File: src/rtl/ps2tx_pkg.sv
// Shared types for the PS/2 host transmitter.
// Assumes: one state register in the top sequencer.
package ps2tx_pkg;

    typedef enum logic [2:0] {
        ST_IDLE,     // bus untouched
        ST_INHIBIT,  // clock held low
        ST_STARTBIT, // data low, clock still low
        ST_BIT_LOW,  // waiting for device clock fall
        ST_BIT_HIGH, // waiting for device clock rise
        ST_DAT_REL,  // waiting for clock fall to free data
        ST_ACK_DAT,  // waiting for device to pull data
        ST_ACK_CLK   // waiting for final clock fall
    } tx_state_e;

endpackage

File: src/rtl/ps2tx_edge.sv
// Edge detector for one already-synchronized line.
// Assumes: the line idles high, so the history register resets to 1.
module ps2tx_edge (
    input  logic clk,
    input  logic rst_n,
    input  logic line_i,
    output logic fall_o,
    output logic rise_o
);
    logic prev_q;

    // Keep last cycle's level
    always_ff @(posedge clk) begin
        if (!rst_n) prev_q <= 1'b1;
        else        prev_q <= line_i;
    end

    assign fall_o = prev_q & ~line_i;
    assign rise_o = ~prev_q & line_i;
endmodule

File: src/rtl/ps2tx_hold_timer.sv
// Counts microsecond ticks during the bus inhibit.
// Assumes: clr_i comes at least one cycle before run_i.
module ps2tx_hold_timer #(
    parameter int HOLD_US = 100
) (
    input  logic clk,
    input  logic rst_n,
    input  logic clr_i,
    input  logic run_i,
    input  logic tick_i,
    output logic expire_o
);
    localparam int CW = $clog2(HOLD_US + 1);
    localparam logic [CW-1:0] LAST = CW'(HOLD_US - 1);

    logic [CW-1:0] cnt_q;

    // Count ticks while running
    always_ff @(posedge clk) begin
        if (!rst_n || clr_i)        cnt_q <= '0;
        else if (run_i && tick_i)   cnt_q <= cnt_q + 1'b1;
    end

    assign expire_o = run_i && tick_i && (cnt_q == LAST);
endmodule

File: src/rtl/ps2tx_frame_shift.sv
// Holds the data byte plus odd parity and hands them out LSB first.
// Assumes: load_i and shift_i are never high together.
module ps2tx_frame_shift #(
    parameter int DATA_W = 8
) (
    input  logic              clk,
    input  logic              rst_n,
    input  logic              load_i,
    input  logic [DATA_W-1:0] data_i,
    input  logic              shift_i,
    output logic              bit_o,
    output logic              last_o
);
    localparam int FRAME_W = DATA_W + 1;
    localparam int NW      = $clog2(FRAME_W + 1);

    logic [FRAME_W-1:0] sh_q;
    logic [NW-1:0]      sent_q;

    // Load byte with parity, then shift one bit per request
    always_ff @(posedge clk) begin
        if (!rst_n) begin
            sh_q   <= '0;
            sent_q <= '0;
        end else if (load_i) begin
            sh_q   <= {~^data_i, data_i};
            sent_q <= '0;
        end else if (shift_i) begin
            sh_q   <= {1'b0, sh_q[FRAME_W-1:1]};
            sent_q <= sent_q + 1'b1;
        end
    end

    assign bit_o  = sh_q[0];
    assign last_o = (sent_q == NW'(FRAME_W));
endmodule

File: src/rtl/ps2_host_tx.sv
// PS/2 host-to-device command transmitter.
// Assumes: ps2 inputs are synchronized; tick_us_i is one cycle wide.
// Drives lines only through pull-down enables.
module ps2_host_tx #(
    parameter int HOLD_US = 100,
    parameter int DATA_W  = 8
) (
    input  logic              clk,
    input  logic              rst_n,
    input  logic              start_i,
    input  logic [DATA_W-1:0] cmd_i,
    input  logic              ps2_clk_i,
    input  logic              ps2_dat_i,
    input  logic              tick_us_i,
    output logic              clk_pd_o,
    output logic              dat_pd_o,
    output logic              busy_o,
    output logic              done_o,
    output logic              rx_restart_o
);
    import ps2tx_pkg::*;

    tx_state_e st_q;
    logic clk_fall, clk_rise, dat_fall, dat_rise_unused;
    logic hold_done, cur_bit, frame_last;
    logic do_load, do_shift;

    ps2tx_edge u_clk_edge (.clk(clk), .rst_n(rst_n), .line_i(ps2_clk_i),
                           .fall_o(clk_fall), .rise_o(clk_rise));
    ps2tx_edge u_dat_edge (.clk(clk), .rst_n(rst_n), .line_i(ps2_dat_i),
                           .fall_o(dat_fall), .rise_o(dat_rise_unused));

    ps2tx_hold_timer #(.HOLD_US(HOLD_US)) u_timer (
        .clk(clk), .rst_n(rst_n), .clr_i(do_load),
        .run_i(st_q == ST_INHIBIT), .tick_i(tick_us_i), .expire_o(hold_done));

    assign do_load  = (st_q == ST_IDLE) && start_i;
    assign do_shift = (st_q == ST_BIT_LOW) && clk_fall;

    ps2tx_frame_shift #(.DATA_W(DATA_W)) u_frame (
        .clk(clk), .rst_n(rst_n), .load_i(do_load), .data_i(cmd_i),
        .shift_i(do_shift), .bit_o(cur_bit), .last_o(frame_last));

    // Sequencer and registered line controls
    always_ff @(posedge clk) begin
        if (!rst_n) begin
            st_q         <= ST_IDLE;
            clk_pd_o     <= 1'b0;
            dat_pd_o     <= 1'b0;
            busy_o       <= 1'b0;
            done_o       <= 1'b0;
            rx_restart_o <= 1'b0;
        end else begin
            done_o       <= 1'b0;
            rx_restart_o <= 1'b0;
            unique case (st_q)
                ST_IDLE: if (start_i) begin
                    st_q     <= ST_INHIBIT;
                    clk_pd_o <= 1'b1;
                    busy_o   <= 1'b1;
                end
                ST_INHIBIT: if (hold_done) begin
                    st_q     <= ST_STARTBIT;
                    dat_pd_o <= 1'b1;
                end
                ST_STARTBIT: begin
                    st_q     <= ST_BIT_LOW;
                    clk_pd_o <= 1'b0;
                end
                ST_BIT_LOW: if (clk_fall) begin
                    st_q     <= ST_BIT_HIGH;
                    dat_pd_o <= ~cur_bit;
                end
                ST_BIT_HIGH: if (clk_rise) begin
                    st_q <= frame_last ? ST_DAT_REL : ST_BIT_LOW;
                end
                ST_DAT_REL: if (clk_fall) begin
                    st_q     <= ST_ACK_DAT;
                    dat_pd_o <= 1'b0;
                end
                ST_ACK_DAT: if (dat_fall) st_q <= ST_ACK_CLK;
                ST_ACK_CLK: if (clk_fall) begin
                    st_q         <= ST_IDLE;
                    busy_o       <= 1'b0;
                    done_o       <= 1'b1;
                    rx_restart_o <= 1'b1;
                end
                default: st_q <= ST_IDLE;
            endcase
        end
    end
endmodule

File: config.mk
export PLATFORM = sky130hd
export DESIGN_NAME = ps2_host_tx
export DESIGN_NICKNAME = d
export VERILOG_FILES = /design/src/rtl/ps2tx_pkg.sv /design/src/rtl/ps2tx_edge.sv /design/src/rtl/ps2tx_hold_timer.sv /design/src/rtl/ps2tx_frame_shift.sv /design/src/rtl/ps2_host_tx.sv
export SDC_FILE = /design/constraint.sdc
export NUM_CORES = 1
export LEC_CHECK = 0
export BUFFER_PORTS_ARGS = -buffer_cell sky130_fd_sc_hd__buf_2
export CAP_MARGIN = 0
export CORE_MARGIN = 4
export CORE_UTILIZATION = 56
export CTS_CLUSTER_DIAMETER = 120
export CTS_CLUSTER_SIZE = 14
export DETAILED_ROUTE_END_ITERATION = 6
export HOLD_SLACK_MARGIN = 0.08
export MAX_ROUTING_LAYER = met4
export PLACE_DENSITY = 0.78
export SLEW_MARGIN = 25
export SYNTH_ARGS = -nofsm -noshare
export SYNTH_HDL_FRONTEND = slang
export SYNTH_SLANG_ARGS = --single-unit
File: constraint.sdc
create_clock -name clk -period 2.1 [get_ports clk]
set_input_delay 0.105 -clock clk [delete_from_list [all_inputs] [get_ports clk]]
set_output_delay 0.105 -clock clk [all_outputs]
set_load 0.03 [all_outputs]
After elaboration in Yosys (flattened, before gate mapping)
Cells that the tools add are included.
Word-level totals
  register bits after elaboration: 29
  bits of input ports: 14
  output and inout port bits: 5
Operators by class
  add/subtract/negate cells: 2
  eq/ne operators: 16
  mux-type cells: 19
  bitwise operators: 8
  reductions and logical operators: 18
Operators with widths (count)
  2-to-1 mux 3 bit: 8
  one-hot mux 3 bit (8 select lines): 1
  2-to-1 mux 9 bit: 2
  != test 2 bit, second input constant: 7
  equality test 3 bit, second input constant: 4
  XNOR reduction 8 bit: 1
  adder 7 x 1 -> 7 bit, second input constant: 1
  equality test 7 bit, second input constant: 1
  AND reduction 7 bit: 1
  equality test 3 x 2 -> 1 bit, second input constant: 2
  nonzero test 2 bit: 3
  2-to-1 mux 1 bit: 5
  NOT 1 bit: 5
  adder 4 x 1 -> 4 bit, second input constant: 1
  equality test 4 bit, second input constant: 1
  logical AND 1 bit: 4
  one-hot mux 1 bit (2 select lines): 2
  AND reduction 2 bit: 2
  AND reduction 4 bit: 1
  bitwise AND 1 bit: 3
  equality test 3 x 1 -> 1 bit, second input constant: 1
  zero test 3 bit: 1
  one-hot mux 1 bit (3 select lines): 1
  AND reduction 3 bit: 1
  4 further kinds: 4

Longest topological paths before layout
Gate-level depths: netlist (run 1).
  depth in word-level cells: 5
  mapped depth: 6

Modules after synthesis
A second synthesis (run 1) with hierarchy kept.
Unflattened totals
  cell total of the unflattened synthesis: 179
  area total of the unflattened synthesis: 1526.5 µm²
By module, submodules not included
  ps2tx_frame_shift: times used 1, cells each 75, area each 671.9 µm²
  ps2_host_tx: times used 1, cells each 59, area each 467.9 µm²
  ps2tx_hold_timer: times used 1, cells each 37, area each 309.0 µm²
  ps2tx_edge: times used 2, cells each 4, area each 38.8 µm²

Worst setup path after synthesis (run 1)
OpenSTA, ideal clock, no wires.
  path kind: reg-to-reg
  from: reg u_timer.cnt_q[0]
  to: reg st_q[1]
  setup time: 0.117 ns
  arrival: 1.211 ns
  data required time: 1.983 ns
  path slack: 0.772 ns
  stages on the path, launching flop included: 5
  path buffers: 0
  cell sequence: dfxtp_1 -> ha_1 -> and4_1 -> o221a_2 -> a32o_1
On the way
  word-level cells in the longest chain between the ends: 4
Ends and longest elaborated chain
  start: declaration: line ps2tx_hold_timer.sv:16  | logic [CW-1:0] cnt_q;
  start signal: assignment: line ps2tx_hold_timer.sv:21  | else if (run_i && tick_i) cnt_q <= cnt_q + 1'b1;
  equality test 7 bit: line ps2tx_hold_timer.sv:24  | assign expire_o = run_i && tick_i && (cnt_q == LAST);
  logical AND 1 bit: line ps2tx_hold_timer.sv:24
  != test 2 bit (no line)
  AND reduction 7 bit (no line)
  end signal: assignment: line ps2_host_tx.sv:75  | st_q <= frame_last ? ST_DAT_REL : ST_BIT_LOW;
  end: declaration: line ps2_host_tx.sv:23  | tx_state_e st_q;
Every way passes these cells.
A chain may end at the register's enable or synchronous reset.

Worst setup path in the final report (run 1)
  from: reg st_q[1]
  to: reg u_frame.sh_q[5]
On the way
  word-level cells in the longest chain between the ends: 3
  elaborated cells on any way between the ends: 6
Ends and longest elaborated chain
  equality test 3 x 2 -> 1 bit / zero test 3 bit (equally long branches): line ps2_host_tx.sv:38, ps2_host_tx.sv:37
  logical AND 1 bit, on equally long branches: line ps2_host_tx.sv:38, ps2_host_tx.sv:37
  nonzero test 2 bit (no line) / 2-to-1 mux 9 bit (equally long branches)
  end signal: assignment: line ps2tx_frame_shift.sv:26  | sh_q <= {~^data_i, data_i};
  end signal: assignment: line ps2tx_frame_shift.sv:29  | sh_q <= {1'b0, sh_q[FRAME_W-1:1]};
  end: declaration: line ps2tx_frame_shift.sv:17  | logic [FRAME_W-1:0] sh_q;
Parallel ways exist; a longest one is shown, timed or not.

==> impl_metrics.json, run 1 <==
{
  "status": "completed",
  "fin_crit_sh_pct": 86.4,
  "path_clk_slew_ns": 0.10,
  "cp-start-kind": "flop",
  "syn_inst": 167,
  "yosys_warnings": 0,
  "synth_simple_gate_area_share_pct": 24.6,
  "ys_ff_latch": 29,
  "ant_nets": 0,
  "grt_max_degree": 21,
  "peakVddDrop_mv": 0.600,
  "area.growth.synth_to_final_pct": 13.8,
  "synthAdderAreaFrac_pct": 2.58,
  "dr.pass1.iters": 4,
  "drv_cap": 0,
  "rows": 18,
  "syn_area_per_cell_sq_um": 8.73,
  "overflow": 0,
  "hold_path_end": "u_frame.sh_q[4]",
  "num_io_pins": 19,
  "htreeDepth": 2,
  "drtIter0Drc": 49,
  "cp_num_buf_inv": 0,
  "cts_tree": "done",
  "rsz0062_at_grt": "false",
  "cp.arrival_ns": 2.03,
  "grt_pass1_wl_microns": 5130,
  "report.final.slew_viol_count": 0,
  "start_util_pct": 58.8,
  "yosys.area.top_type_share_pct": 39.8,
  "n_antenna_cell": 0,
  "grt_use_total_pct": 19.9,
  "antenna_found_initial": 0,
  "core_sq_um": 2480,
  "fin_area_sq_um": 1660,
  "r2r-start": "st_q[1]",
  "synth_top_family_by_area": "simple AND/OR/NAND/NOR gates",
  "crit_slowest_cell": "dfxtp_1",
  "period_needed_ns": 1.82,
  "clockBufferDepth": 2,
  "synth_area_leaders": "dfxtp_1 40%, nor2_1 6.2%, xnor2_1 6.0%",
  "timing.rr.end": "u_frame.sh_q[5]",
  "synth_compound_area_share_pct": 16.0,
  "clkLatencyLatePin_ns": 0.33,
  "finalSetupViolCount": 0,
  "cts.repair.resized": 0,
  "powerDensity_nw_per_um2": 914,
  "dp_hpwl_microns": 2080,
  "die_x_microns": 59.0,
  "crit_path_max_incr_delay_ns": 0.61,
  "worst_hold_path.num_cells": 3,
  "crit_type": "flop to flop",
  "die_y_microns": 59.0,
  "path_cells": "nand4b_1 -> nor2_2 -> nand2_1 -> a311oi_1",
  "synth_cell_types": 35,
  "die-area_sq_um": 3480,
  "crit_path_end_kind": "flop",
  "vias": 1271,
  "fin_setup_tns_ns": 0,
  "clock_skew_ns": 0.0169,
  "seq_area_frac_synth_pct": 39.8,
  "yosys.area.top_type": "dfxtp_1",
  "required_ns": 2.32,
  "cts_num_sinks": 29,
  "hold_path.class": "primary input to flop",
  "synth_nets": 184,
  "wirelength_microns": 3100,
  "p_leak_nw": 0.608,
  "clockRootBuffer": "clkbuf_4",
  "r2r_slack_ns": 0.28,
  "post-route-drc-count": 0,
  "portBuffers": 18,
  "cts_buffers": 5,
  "grt_pass1_vias": 1203,
  "worst_pin_slew_ns": 0.684,
  "hold_viol": 0,
  "layout_common_cells": "29 x dfxtp_1, 24 x nor2_1, 18 x buf_2",
  "place_area_sq_um": 1520,
  "path_max_fanout": 15,
  "r2r_cells": 4,
  "final_common_cell": "dfxtp_1",
  "hold_start": "cmd_i[4]",
  "synth-xor-area-share_pct": 9.61,
  "wire_per_inst_microns": 14.1,
  "critPathTopFamily": "simple AND/OR/NAND/NOR gates",
  "fmax_ghz": 0.551,
  "synth_area_sq_um": 1460,
  "gp_congestion": 0.743,
  "drive_gt1_share_pct": 18.4,
  "max_slew_margin_pct": 54.3,
  "vias_per_cell": 5.78,
  "final_nets": 206,
  "synth_mux_area_share_pct": 1.37
}
==> per-layer routing <==
metal	share of wire, %	global-route usage (%)	wire length [microns]	vias up
li1	-	-	-	631
met1	45	23.2	1390	599
met2	48	31.1	1490	33
met3	4.8	5.23	149	8
met4	2.3	11.0	72	0
met5	0	-	0	-
==> cell usage after synthesis <==
master	count
a32o_1	1
nand3b_1	3
dfxtp_1	29
a32oi_1	1
o21ai_0	9
nand3_1	3
ha_1	3
and4bb_2	1
or3_1	1
xnor2_1	10
nor3b_1	2
a21oi_1	6
nand2b_1	6
nand4_1	5
o32ai_2	1
xor2_1	6
clkbuf_1	5
inv_1	3
nand4b_1	1
mux2i_1	2
and4_1	1
a311oi_1	8
nand2b_4	1
nor2_2	1
a211oi_1	4
or3b_2	1
nor4b_1	1
nand2_1	14
buf_6	2
buf_2	4
nor2_1	24
buf_4	2
and3_1	1
nor3_1	3
o221a_2	2
==> area by class of cell <==
cell class,count,area [sq um]
inverter,3,11.3
clock inverter,3,17.5
clock buffer,5,37.5
tap,30,37.5
multi-input combinational,122,790
fill,212,818
sequential,29,581
timing repair buffer,28,185
==> sequential cells by signal, summed over array words and instances, names as in the netlist <==
signal / flops
u_frame.sent_q: 4
rx_restart_o: 1
clk_pd_o: 1
u_frame.sh_q: 9
u_dat_edge.prev_q: 1
st_q: 3
dat_pd_o: 1
u_clk_edge.prev_q: 1
busy_o: 1
u_timer.cnt_q: 7
==> how the worst max path moves through the flow <==
stage / start / end / slack [ns] / cells past startpoint
4_1_cts: st_q[1] / u_frame.sh_q[5] / 0.34 / 4
3_5_place_dp: st_q[1] / u_frame.sh_q[5] / 0.35 / 4
3_3_place_gp: st_q[1] / u_frame.sh_q[0] / 0.51 / 4
6_report: st_q[1] / u_frame.sh_q[5] / 0.28 / 4
2_1_floorplan: u_timer.cnt_q[0] / st_q[1] / 0.77 / 4
5_1_grt: st_q[1] / u_frame.sh_q[5] / 0.16 / 4
==> power breakdown <==
group	switching (mW)	total (mW)	leakage [nW]	internal, mW
clock network	0.201	0.328	0.0310	0.126
registers	0.103	0.740	0.237	0.638
logic	0.245	0.448	0.340	0.204
==> kinds of logic (layout without fill, tap and decap cells) <==
kind of cell,count (synthesis),count (layout)
xor+xnor,16,16
mux,2,2
buf+inv,16,39
compound gates,32,32
fa+ha+maj,3,3
simple gates,69,69
flops,29,29
==> stage by stage <==
step           std cells  util, %  total power [mW]  hold slack, ns  setup slack (ns)
2_1_floorplan        167        -              1.11           0.206             0.772
3_3_place_gp         204     61.5              1.15           0.302             0.508
3_5_place_dp         204     61.5              1.18           0.334             0.347
4_1_cts              220     67.0              1.52          0.0808             0.336
5_1_grt              220     67.0              1.61          0.0922             0.164
6_report             220     67.0              1.52          0.0968             0.285
==> timing repair <==
| item | 4_1_cts | 5_1_grt |
|---|---|---|
| hold endpoints to repair | 6 | 0 |
| hold buffers | 8 | 0 |
| buffers inserted | 0 | 0 |
==> worst reg2reg max path: cells and delay by family, from the launching register on <==
kind             cells  cell delay (ns)
AO/OA/AOI/OAI        1             0.34
flip-flops           1             0.61
AND/OR/NAND/NOR      3             0.76
Power figures use the tool's default switching activity.
==> run 2: changes to the inputs <==
Settings changed: ABC_AREA set to 0, CORE_UTILIZATION 56 to 50, PLACE_DENSITY 0.78 to 0.71.
==> run 2 against run 1 <==
Net effect: core utilization fell by 6.4 points; cell count rose by 0.91%; clock power rose by 18%; die area rose by 10%; critical endpoint is now u_frame.sh_q[4]; largest power group unchanged.
==> impl_metrics.json, run 2 (synthesis results as in run 1) <==
{
  "hold_path_end": "u_frame.sh_q[6]",
  "p_leak_nw": 0.623,
  "grt_max_degree": 21,
  "rsz0062_at_grt": "false",
  "layout_common_cells": "29 x dfxtp_1, 24 x nor2_1, 18 x buf_2",
  "report.final.slew_viol_count": 0,
  "placed_cells": 205,
  "wire_per_inst_microns": 13.1,
  "path_cells": "nand4b_1 -> nor2_2 -> nand2_1 -> a311oi_1",
  "top_register": "u_frame.sh_q",
  "num_io_pins": 19,
  "path_max_fanout": 15,
  "ant_nets": 0,
  "powerDensity_nw_per_um2": 926,
  "required_ns": 2.33,
  "peakVddDrop_mv": 0.636,
  "final_common_cell": "dfxtp_1",
  "die_x_microns": 62.0,
  "period_needed_ns": 1.67,
  "post-route-drc-count": 0,
  "dp_hpwl_microns": 1950,
  "fillers": 245,
  "path_clk_slew_ns": 0.10,
  "swShare_pct": 33.6,
  "multi_input_area_sq_um": 790,
  "wirelength_microns": 2900,
  "fin_setup_tns_ns": 0,
  "finalSetupViolCount": 0,
  "pwr-share-seq_pct": 47.0,
  "pwr-share-clk_pct": 24.8,
  "overflow": 0,
  "regArea_sq_um": 581,
  "power.switching_mw": 0.525,
  "intPower_mw": 1.04,
  "antenna_found_initial": 0,
  "crit_slowest_cell": "dfxtp_1",
  "drtIter0Drc": 87,
  "clkLatencyLatePin_ns": 0.33,
  "crit_path_end_kind": "flop",
  "gp_congestion": 0.833,
  "vias_per_cell": 5.65,
  "clockRootBuffer": "clkbuf_4",
  "largest_reg_flops": 9,
  "cts.repair.resized": 0,
  "rows": 19,
  "crit_type": "flop to flop",
  "cts_buffers": 5,
  "worst_hold_path.num_cells": 3,
  "drv_cap": 0,
  "cp-start-kind": "flop",
  "final_nets": 207,
  "vias": 1255,
  "cp.arrival_ns": 1.90,
  "cts_tree": "done",
  "pwr-share-comb_pct": 28.2,
  "r2r_cells": 4,
  "clockBufferDepth": 2,
  "timing.rr.end": "u_frame.sh_q[4]",
  "htreeDepth": 2,
  "fin_cells": 222,
  "drive_gt1_share_pct": 18.3,
  "die-area_sq_um": 3840,
  "hold_path.class": "primary input to flop",
  "r2r_slack_ns": 0.43,
  "grt_pass1_wl_microns": 5040,
  "top_regs": "u_frame.sh_q (9), u_timer.cnt_q (7), u_frame.sent_q (4)",
  "n_antenna_cell": 0,
  "grt_pass1_vias": 1107,
  "hold_viol": 0,
  "area.growth.synth_to_final_pct": 15.6,
  "worst_pin_slew_ns": 0.684,
  "status": "completed",
  "grt_use_total_pct": 18.8,
  "die_y_microns": 62.0,
  "crit_path_max_incr_delay_ns": 0.58,
  "r2r-start": "st_q[1]",
  "fmax_ghz": 0.599,
  "core_sq_um": 2780,
  "start_util_pct": 52.4,
  "dr.pass1.iters": 4,
  "hold_start": "cmd_i[6]",
  "clock_skew_ns": 0.0123,
  "max_slew_margin_pct": 54.3,
  "cts_num_sinks": 29,
  "final_util_pct": 60.6,
  "fin_crit_sh_pct": 79.5,
  "portBuffers": 18
}
==> run 2: how the worst max path moves through the flow <==
stage                     start              end  cells past startpoint
3_5_place_dp            st_q[1]  u_frame.sh_q[4]                      4
3_3_place_gp            st_q[1]  u_frame.sh_q[0]                      4
2_1_floorplan  u_timer.cnt_q[0]          st_q[1]                      4
5_1_grt                 st_q[1]  u_frame.sh_q[0]                      4
6_report                st_q[1]  u_frame.sh_q[4]                      4
4_1_cts                 st_q[1]  u_frame.sh_q[4]                      4
==> run 2: power groups by stage <==
stage | Combinational (mW) | Sequential (mW) | Clock (mW)
2_1_floorplan | 0.397 | 0.713 | 0
3_3_place_gp | 0.416 | 0.742 | 0
3_5_place_dp | 0.424 | 0.747 | 0
4_1_cts | 0.441 | 0.734 | 0.398
5_1_grt | 0.491 | 0.755 | 0.431
6_report | 0.440 | 0.735 | 0.387
==> run 2: final cells by class <==
type                    count  share of cell area (%)
clock buffers               7                    3.86
well taps                  31                    2.30
repair buffers             29                    11.6
clock inverters             1                   0.297
multi-input cells         122                    46.8
inverters                   3                   0.668
flip-flops and latches     29                    34.4
==> run 2: through the flow <==
step,power (mW),setup WS [ns],hold WS [ns],area [sq um]
5_1_grt,1.68,0.199,0.0828,1690
3_3_place_gp,1.16,0.494,0.302,1530
4_1_cts,1.57,0.444,0.0849,1690
3_5_place_dp,1.17,0.473,0.308,1530
6_report,1.56,0.430,0.101,1690
2_1_floorplan,1.11,0.772,0.206,1460
==> run 2: repair_timing <==
item | in CTS | in global routing
endpoints found under the hold margin | 7 | 0
buffers inserted | 0 | 0
hold buffers | 9 | 0
==> run 2: per-layer routing <==
metal,track usage (%),vias to the layer above,routed length (microns)
met5,-,-,0
met4,8.18,0,48
met3,7.44,4,134
met2,26.6,25,1390
met1,23.5,591,1330
li1,-,635,-
==> run 2: critical path: cells and delay by family, from the launching register on <==
family / cells / cell delay, ns
AND/OR/NAND/NOR: 3 / 0.71
flip-flops: 1 / 0.58
AO/OA/AOI/OAI: 1 / 0.27
